==> src/rtl/psl_pkg.sv <==
package psl_pkg;

    typedef enum logic [2:0] {
        PH_IDLE,
        PH_LEAD,
        PH_LOW,
        PH_HIGH,
        PH_TRAIL
    } phase_e;

    typedef struct packed {
        logic sel_inv;
        logic sck_inv;
        logic slow;
    } link_opts_t;

    // Default table: eight slots of reset word, low half, high half, release word.
    function automatic logic [8*64-1:0] psl_default_images();
        logic [8*64-1:0] tab;
        tab = '0;
        for (int s = 0; s < 8; s++) begin
            tab[s*64 +: 64] = {16'h2100,
                               2'b01, 14'(16'h0A5C + 16'(s) * 16'h0313),
                               2'b01, 14'(16'h0120 + 16'(s)),
                               16'h2000};
        end
        return tab;
    endfunction

endpackage

==> src/rtl/psl_timer.sv <==
module psl_timer #(
    parameter int CNT_W = 5
) (
    input  logic             clk,
    input  logic             rst_n,
    input  logic             restart,
    input  logic [CNT_W-1:0] lim,
    output logic             tick
);

    logic [CNT_W-1:0] cnt_d, cnt_q;

    assign tick = !restart && (cnt_q == lim - CNT_W'(1));

    always_comb begin
        cnt_d = cnt_q + CNT_W'(1);
        if (restart || tick) begin
            cnt_d = '0;
        end
    end

    always_ff @(posedge clk or negedge rst_n) begin
        if (!rst_n) begin
            cnt_q <= '0;
        end else begin
            cnt_q <= cnt_d;
        end
    end

    // a running phase never counts past its length
    a_r6_phase_bound: assert property (@(posedge clk) disable iff (!rst_n)
        !restart |-> (cnt_q < lim));

endmodule

==> src/rtl/psl_shifter.sv <==
module psl_shifter #(
    parameter int IMG_W = 64
) (
    input  logic             clk,
    input  logic             rst_n,
    input  logic             load,
    input  logic [IMG_W-1:0] img,
    input  logic             shift,
    output logic             mosi,
    output logic             last
);

    localparam int CW = $clog2(IMG_W);

    typedef struct packed {
        logic [IMG_W-1:0] data;
        logic [CW-1:0]    cnt;
    } shreg_t;

    shreg_t sh_d, sh_q;

    always_comb begin
        sh_d = sh_q;
        if (load) begin
            sh_d.data = img;
            sh_d.cnt  = '0;
        end else if (shift) begin
            sh_d.data = {sh_q.data[IMG_W-2:0], 1'b0};
            sh_d.cnt  = sh_q.cnt + CW'(1);
        end
    end

    always_ff @(posedge clk or negedge rst_n) begin
        if (!rst_n) begin
            sh_q <= '0;
        end else begin
            sh_q <= sh_d;
        end
    end

    assign mosi = sh_q.data[IMG_W-1];
    assign last = (sh_q.cnt == CW'(IMG_W - 1));

    // exactly IMG_W bits per image, no shift beyond the final bit
    a_r2_no_overshift: assert property (@(posedge clk) disable iff (!rst_n)
        (shift && !load) |-> !last);

endmodule

==> src/rtl/psl_image_sel.sv <==
module psl_image_sel #(
    parameter int                     SLOTS   = 8,
    parameter int                     IMG_W   = 64,
    parameter int                     SLOT_W  = 3,
    parameter logic [SLOTS*IMG_W-1:0] PRESETS = '0
) (
    input  logic [SLOT_W-1:0] slot,
    output logic [IMG_W-1:0]  img
);

    logic [IMG_W-1:0] table_w [SLOTS];

    for (genvar g = 0; g < SLOTS; g++) begin : g_slot
        assign table_w[g] = PRESETS[g*IMG_W +: IMG_W];
    end

    assign img = table_w[slot];

endmodule

==> src/rtl/preset_spi_loader.sv <==
module preset_spi_loader
    import psl_pkg::*;
#(
    parameter int                     SLOTS    = 8,
    parameter int                     IMG_W    = 64,
    parameter int                     HALF_CYC = 2,
    parameter int                     SLOW_DIV = 8,
    parameter logic [SLOTS*IMG_W-1:0] PRESETS  = psl_default_images()
) (
    input  logic       clk,
    input  logic       rst_n,
    input  logic [2:0] slot_idx,
    input  logic       start,
    input  logic       opt_sel_inv,
    input  logic       opt_sck_inv,
    input  logic       opt_slow,
    output logic       busy,
    output logic       done,
    output logic       spi_sel,
    output logic       spi_sck,
    output logic       spi_mosi
);

    localparam int SLOT_W = 3;
    localparam int CNT_W  = $clog2(HALF_CYC * SLOW_DIV + 1);

    typedef struct packed {
        phase_e            phase;
        logic [SLOT_W-1:0] slot;
        link_opts_t        opt;
        logic              sel_act;
        logic              sck_lvl;
        logic              done;
    } ctl_t;

    ctl_t ctl_d, ctl_q;

    logic             tick, last, load, shift;
    logic [CNT_W-1:0] lim;
    logic [IMG_W-1:0] img;

    assign lim = ctl_q.opt.slow ? CNT_W'(HALF_CYC * SLOW_DIV) : CNT_W'(HALF_CYC);

    psl_timer #(.CNT_W(CNT_W)) i_timer (
        .clk     (clk),
        .rst_n   (rst_n),
        .restart (ctl_q.phase == PH_IDLE),
        .lim     (lim),
        .tick    (tick)
    );

    psl_image_sel #(
        .SLOTS   (SLOTS),
        .IMG_W   (IMG_W),
        .SLOT_W  (SLOT_W),
        .PRESETS (PRESETS)
    ) i_image_sel (
        .slot (slot_idx),
        .img  (img)
    );

    psl_shifter #(.IMG_W(IMG_W)) i_shifter (
        .clk   (clk),
        .rst_n (rst_n),
        .load  (load),
        .img   (img),
        .shift (shift),
        .mosi  (spi_mosi),
        .last  (last)
    );

    always_comb begin
        ctl_d      = ctl_q;
        ctl_d.done = 1'b0;
        load       = 1'b0;
        shift      = 1'b0;
        unique case (ctl_q.phase)
            PH_IDLE: begin
                ctl_d.opt = '{sel_inv: opt_sel_inv, sck_inv: opt_sck_inv, slow: opt_slow};
                if (start) begin
                    ctl_d.slot    = slot_idx;
                    ctl_d.phase   = PH_LEAD;
                    ctl_d.sel_act = 1'b1;
                    ctl_d.sck_lvl = 1'b1;
                    load          = 1'b1;
                end
            end
            PH_LEAD: begin
                if (tick) begin
                    ctl_d.phase   = PH_LOW;
                    ctl_d.sck_lvl = 1'b0;
                end
            end
            PH_LOW: begin
                if (tick) begin
                    ctl_d.sck_lvl = 1'b1;
                    if (last) begin
                        ctl_d.phase = PH_TRAIL;
                    end else begin
                        ctl_d.phase = PH_HIGH;
                        shift       = 1'b1;
                    end
                end
            end
            PH_HIGH: begin
                if (tick) begin
                    ctl_d.phase   = PH_LOW;
                    ctl_d.sck_lvl = 1'b0;
                end
            end
            PH_TRAIL: begin
                if (tick) begin
                    ctl_d.phase   = PH_IDLE;
                    ctl_d.sel_act = 1'b0;
                    ctl_d.done    = 1'b1;
                end
            end
            default: ctl_d.phase = PH_IDLE;
        endcase
    end

    always_ff @(posedge clk or negedge rst_n) begin
        if (!rst_n) begin
            ctl_q         <= '0;
            ctl_q.phase   <= PH_IDLE;
            ctl_q.sck_lvl <= 1'b1;
        end else begin
            ctl_q <= ctl_d;
        end
    end

    assign busy    = (ctl_q.phase != PH_IDLE);
    assign done    = ctl_q.done;
    assign spi_sel = ctl_q.opt.sel_inv ? ctl_q.sel_act : !ctl_q.sel_act;
    assign spi_sck = ctl_q.sck_lvl ^ ctl_q.opt.sck_inv;

    // done is a single-cycle pulse
    a_r9_done_single: assert property (@(posedge clk) disable iff (!rst_n)
        done |=> !done);

    // done coincides with the end of busy
    a_r9_done_at_busy_end: assert property (@(posedge clk) disable iff (!rst_n)
        $fell(busy) |-> done);

    // captured slot and options hold while busy
    a_r11_slot_hold: assert property (@(posedge clk) disable iff (!rst_n)
        (busy && $past(busy)) |-> ($stable(ctl_q.slot) && $stable(ctl_q.opt)));

    // serial data stays put through the low clock phase
    a_r3_data_hold: assert property (@(posedge clk) disable iff (!rst_n)
        (busy && $past(busy) && !ctl_q.sck_lvl) |-> $stable(spi_mosi));

    // select stays active for the whole frame
    a_r4_frame_select: assert property (@(posedge clk) disable iff (!rst_n)
        (busy && $past(busy)) |-> $past(ctl_q.sel_act));

endmodule

==> config.mk <==
export PLATFORM = sky130hd
export DESIGN_NAME = preset_spi_loader
export DESIGN_NICKNAME = d
export VERILOG_FILES = /design/src/rtl/psl_pkg.sv /design/src/rtl/psl_timer.sv /design/src/rtl/psl_shifter.sv /design/src/rtl/psl_image_sel.sv /design/src/rtl/preset_spi_loader.sv
export SDC_FILE = /design/constraint.sdc
export NUM_CORES = 1
export LEC_CHECK = 0
export ABC_AREA = 1
export BUFFER_PORTS_ARGS = -buffer_cell sky130_fd_sc_hd__buf_2
export CORE_ASPECT_RATIO = 1.1
export CORE_MARGIN = 4
export CORE_UTILIZATION = 63
export DETAILED_ROUTE_END_ITERATION = 16
export GPL_TIMING_DRIVEN = 0
export HOLD_SLACK_MARGIN = 0.02
export MAX_ROUTING_LAYER = met4
export PLACE_DENSITY = 0.8
export SKIP_CTS_REPAIR_TIMING = 1
export SLEW_MARGIN = 5
export SYNTH_ARGS = -nofsm -noshare
export SYNTH_HDL_FRONTEND = slang
export SYNTH_HIERARCHICAL = 1
export SYNTH_SLANG_ARGS = --single-unit
==> constraint.sdc <==
create_clock -name clk -period 2.56 [get_ports clk]
set_input_delay 0.256 -clock clk [delete_from_list [all_inputs] [get_ports clk]]
set_output_delay 0.256 -clock clk [all_outputs]
set_load 0.02 [all_outputs]
==> impl_summary.txt <==
----------------------------------------------------
[Run status]
  Run status ... finished, final reports clean

[Detailed routing]
  Number of violations reported at the end of detailed-routing iteration 0 ... 133
  Routed WL ... 8610 µm
  Via density per instance ... 4.76
  Number of optimization iterations in the first detailed-route pass ... 4
  Antenna-violating nets left ... 0
  Post-route DRC violation count ... 0
  Routed vias ... 3477
  Routed WL per cell ... 11.8 µm

[Timing]
  Remaining max-slew budget at the tightest pin ... 0.638
  Portion of the clock cycle consumed by the worst path in the final layout ... 0.932
  Worst clock skew ... 8.17 ps
  Shortest period the worst path allows ... 2390 ps
  Final Hold Vio Count ... 0
  Transition time at the pin with the least slew margin ... 543 ps
  Setup-failing EPs final ... 0
  Maximum clock frequency ... 419 MHz
  Number of slew-limit violations in the final report ... 0

[Cells and area]
  Post-route standard cell area excluding fillers ... 5760 µm²
  Final standard cell utilization of the core ... 0.754
  Area growth from synthesis to layout ... 14.2%
  Total Nets Final ... 639
  Layout cells sized above 1 ... 0.307
  Fillers ... 539
  Antenna diode count ... 0

[Min path]
  End point of the worst hold path ... ctl_q[5]
  Path type of the worst min-delay path ... input pin to register
  Number of cells traversed by the worst hold path ... 3
  Launch instance of the worst min-delay path ... opt_sel_inv

[Placed design]
  Post-Place Cell Area ... 5470 µm²
  Routability cong. ... 0.807
  Port Buf Inserts ... 12
  HPWL reported at the end of detailed placement ... 6160 µm

[Floorplan]
  Placeable core region ... 7640 µm²
  Die outline area ... 9510 µm²
  Total number of placement rows ... 33
  Vertical extent of the die ... 102 µm
  Num ports ... 14
  Die Width ... 93.3 µm
  Initial standard-cell utilization of the core ... 0.661

[Power]
  IR drop worst, VDD ... 0.454 mV
  Sw Ratio ... 0.376
  Internal ... 0.00354 W
  Flop pwr share ... 0.383
  Combinational Power Share ... 0.431
  Pwr/cell area ... 984 nW/µm²
  Pleak ... 2.88 nW
  Fraction of power consumed by the clock network ... 0.186
  Switching power summed over all nets ... 0.00213 W

[Setup path]
  Crit path arrival time ... 2610 ps
  Critical R2R Capture ... i_shifter/sh_q[59]
  Standard cell with the maximum stage delay on the critical path ... sky130_fd_sc_hd__dfrtp_1
  Worst flop-to-flop path startpoint ... ctl_q[3]
  Type of origin of the critical path ... register
  R2R setup slack ... 170 ps
  Number of buffers and inverters on the critical path ... 7
  Worst reg-to-reg path cell count ... 18
  Critical Path Max Stage Delay ... 380 ps
  Endpoint required time on the critical path ... 2780 ps
  Setup crit end kind ... register
  Crit-path cells ... inv_1 > inv_1 > ha_1 > inv_1 > nand2_1 > nand2_1 > nor2_1 > nand2_1 > nor2_1 > nand2_2 > nor2_4 > inv_2 > nor2_2 > buf_6 > nor2_4 > clkinv_4 > buf_6 > o221ai_2
  Critical Path Fanout Max ... 10
  Top cell family by delay on the critical path ... simple AND/OR/NAND/NOR gates
  Critical path class ... register to register

[Synthesis]
  Post-synthesis instance area ... 5050 µm²
  Number of synthesized flops with an enable pin ... 0
  Count of warnings emitted by yosys ... 6
  Mapped Avg Cell Area ... 9.38 µm²
  Cell count after synthesis ... 538
  Dominant synthesized flop cell ... sky130_fd_sc_hd__dfrtp_1
  Share of the yosys chip area belonging to registers ... 0.417
  Fraction of synthesis flops using an asynchronous set or reset pin ... 1.00
  Total of flip-flops plus latches after synthesis ... 84
  Number of distinct library cell variants in the gate-level netlist after synthesis ... 32

[Global route]
  Via count of the first global-routing pass ... 3548
  Wire length of the first global-routing pass ... 15400 µm
  Remaining global-route overflow ... 0
  Pin count of the biggest net entering global routing ... 47
  Global Route Usage Sum ... 0.208
  Antenna violations before repair ... 0

[CTS]
  Number of sinks on the clock net ... 84
  CTS Buf Count ... 9
  Max Root-Sink Buffers ... 2
  CTS H-Tree Depth ... 3
  Clock edge transition at the registers on the reported setup and hold paths ... 90 ps
  TritonCTS clock tree ... done
  Source-to-sink clock delay at the later pin of the worst-skew pair ... 350 ps
  CTS root buffer ... sky130_fd_sc_hd__clkbuf_8

[Run]
  Max-cap viol count ... 0

----------------------------------------------------
## cell type report
class | instances | area, µm² | share of cell area
buffer | 75 | 614 | 0.107
timing repair buffer | 17 | 123 | 0.0213
tap | 105 | 131 | 0.0228
sequential | 84 | 2100 | 0.365
inverter | 101 | 392 | 0.0680
clock buffer | 9 | 124 | 0.0215
clock inverter | 7 | 98.8 | 0.0172
multi-input combinational | 332 | 2180 | 0.378
## layer usage
metal  GRT usage  share of wire  vias to the layer above
li1            -              -                     1786
met1       0.237           0.45                     1643
met2       0.370           0.51                       34
met3      0.0287          0.019                       14
met4      0.0857          0.020                        0
met5           -              0                        -
## registers in the layout (all words and copies together), names as in the netlist
register / flops
done: 1
i_shifter/mosi: 1
ctl_q: 8
i_shifter/sh_q: 69
i_timer/cnt_q: 5
## cells in the mapped netlist, types with 3 or more instances
cell type,number,share of area
sky130_fd_sc_hd__dfrtp_1,83,0.41
sky130_fd_sc_hd__xor2_1,3,0.0052
sky130_fd_sc_hd__nand2_2,6,0.0074
sky130_fd_sc_hd__inv_1,96,0.071
sky130_fd_sc_hd__nor2_4,3,0.0067
sky130_fd_sc_hd__a22oi_1,3,0.0045
sky130_fd_sc_hd__nand3_1,12,0.012
sky130_fd_sc_hd__buf_2,5,0.0050
sky130_fd_sc_hd__buf_4,56,0.083
sky130_fd_sc_hd__ha_1,10,0.025
sky130_fd_sc_hd__nand2_4,4,0.0089
sky130_fd_sc_hd__nor2_1,21,0.016
sky130_fd_sc_hd__o21ai_1,5,0.0050
sky130_fd_sc_hd__o21ai_0,7,0.0069
sky130_fd_sc_hd__nand2_1,127,0.094
sky130_fd_sc_hd__o211ai_2,3,0.0074
sky130_fd_sc_hd__conb_1,3,0.0022
sky130_fd_sc_hd__o221ai_2,56,0.17
sky130_fd_sc_hd__nor3_1,3,0.0030
sky130_fd_sc_hd__buf_6,13,0.029
## how the worst max path moves through the flow
| stage | slack (ps) | from | cells after the start | endpoint |
|---|---|---|---|---|
| finish | 170 | ctl_q[3] | 18 | i_shifter/sh_q[59] |
| global placement | 20 | ctl_q[3] | 18 | i_shifter/sh_q[55] |
| CTS | -60 | ctl_q[3] | 18 | i_shifter/sh_q[31] |
| detailed placement | -40 | ctl_q[3] | 18 | i_shifter/sh_q[52] |
| floorplan | 360 | ctl_q[3] | 19 | i_shifter/sh_q[4] |
| global route | -2 | ctl_q[3] | 16 | i_shifter/sh_q[31] |
## placed cells by master, fill, tap and decap left out, types with 2 or more instances in the layout
cell type / netlist / layout
sky130_fd_sc_hd__ha_1: 10 / 10
sky130_fd_sc_hd__o211ai_2: 3 / 3
sky130_fd_sc_hd__nand3_2: 2 / 2
sky130_fd_sc_hd__clkinv_4: 0 / 2
sky130_fd_sc_hd__dfrtp_1: 83 / 83
sky130_fd_sc_hd__o221ai_2: 56 / 56
sky130_fd_sc_hd__inv_1: 96 / 95
sky130_fd_sc_hd__inv_2: 2 / 3
sky130_fd_sc_hd__nand2_1: 127 / 127
sky130_fd_sc_hd__nor2_2: 2 / 3
sky130_fd_sc_hd__xor2_1: 3 / 3
sky130_fd_sc_hd__nor3_1: 3 / 2
sky130_fd_sc_hd__buf_6: 13 / 8
sky130_fd_sc_hd__xnor2_1: 2 / 2
sky130_fd_sc_hd__nand2_4: 4 / 4
sky130_fd_sc_hd__a21oi_1: 2 / 2
sky130_fd_sc_hd__nand3_1: 12 / 12
sky130_fd_sc_hd__buf_2: 5 / 16
sky130_fd_sc_hd__bufinv_16: 0 / 2
sky130_fd_sc_hd__o21ai_0: 7 / 5
sky130_fd_sc_hd__a22oi_1: 3 / 3
sky130_fd_sc_hd__nor2_1: 21 / 19
sky130_fd_sc_hd__buf_8: 0 / 5
sky130_fd_sc_hd__nand4_1: 2 / 2
sky130_fd_sc_hd__clkbuf_8: 0 / 9
sky130_fd_sc_hd__conb_1: 3 / 57
sky130_fd_sc_hd__o21ai_1: 5 / 7
sky130_fd_sc_hd__inv_6: 1 / 3
sky130_fd_sc_hd__nor2_4: 3 / 4
sky130_fd_sc_hd__buf_4: 56 / 60
sky130_fd_sc_hd__nand2_2: 6 / 6
## power by group through the flow
stage	clock, W	sequential, W	combinational (W)
finish	0.00105	0.00217	0.00244
global route	0.00113	0.00224	0.00276
CTS	0.00108	0.00218	0.00240
detailed placement	0	0.00221	0.00239
global placement	0	0.00218	0.00229
floorplan	0	0.00215	0.00199
## stage by stage
stage / power [W] / cells / setup TNS [ps] / worst slack [ps] / hold slack, ps
final: 0.00567 / 730 / 0 / 174 / 106
after global routing: 0.00612 / 730 / -2.14 / -2.14 / 119
after CTS: 0.00566 / 726 / -2970 / -64.8 / -117
after detailed placement: 0.00460 / 710 / -851 / -43.5 / 270
after global placement: 0.00447 / 709 / 0 / 18.1 / 454
after floorplan: 0.00413 / 592 / 0 / 365 / -39.6
## tightest hold or removal path: cells and delay by family
kind	cells	cell delay, ps
buffers and inverters	1	80
AND/OR/NAND/NOR	2	90
## kinds of logic after synthesis
family / after synthesis / share of synthesized area
xor gates and xnor gates: 5 / 0.00868
AOI/OAI and AO/OA: 78 / 0.195
other: 3 / 0.00223
adders and majority gates: 10 / 0.0248
buffers and inverters: 176 / 0.195
and+or+nand+nor: 182 / 0.157
DFF: 84 / 0.417
Power figures use the tool's default switching activity.
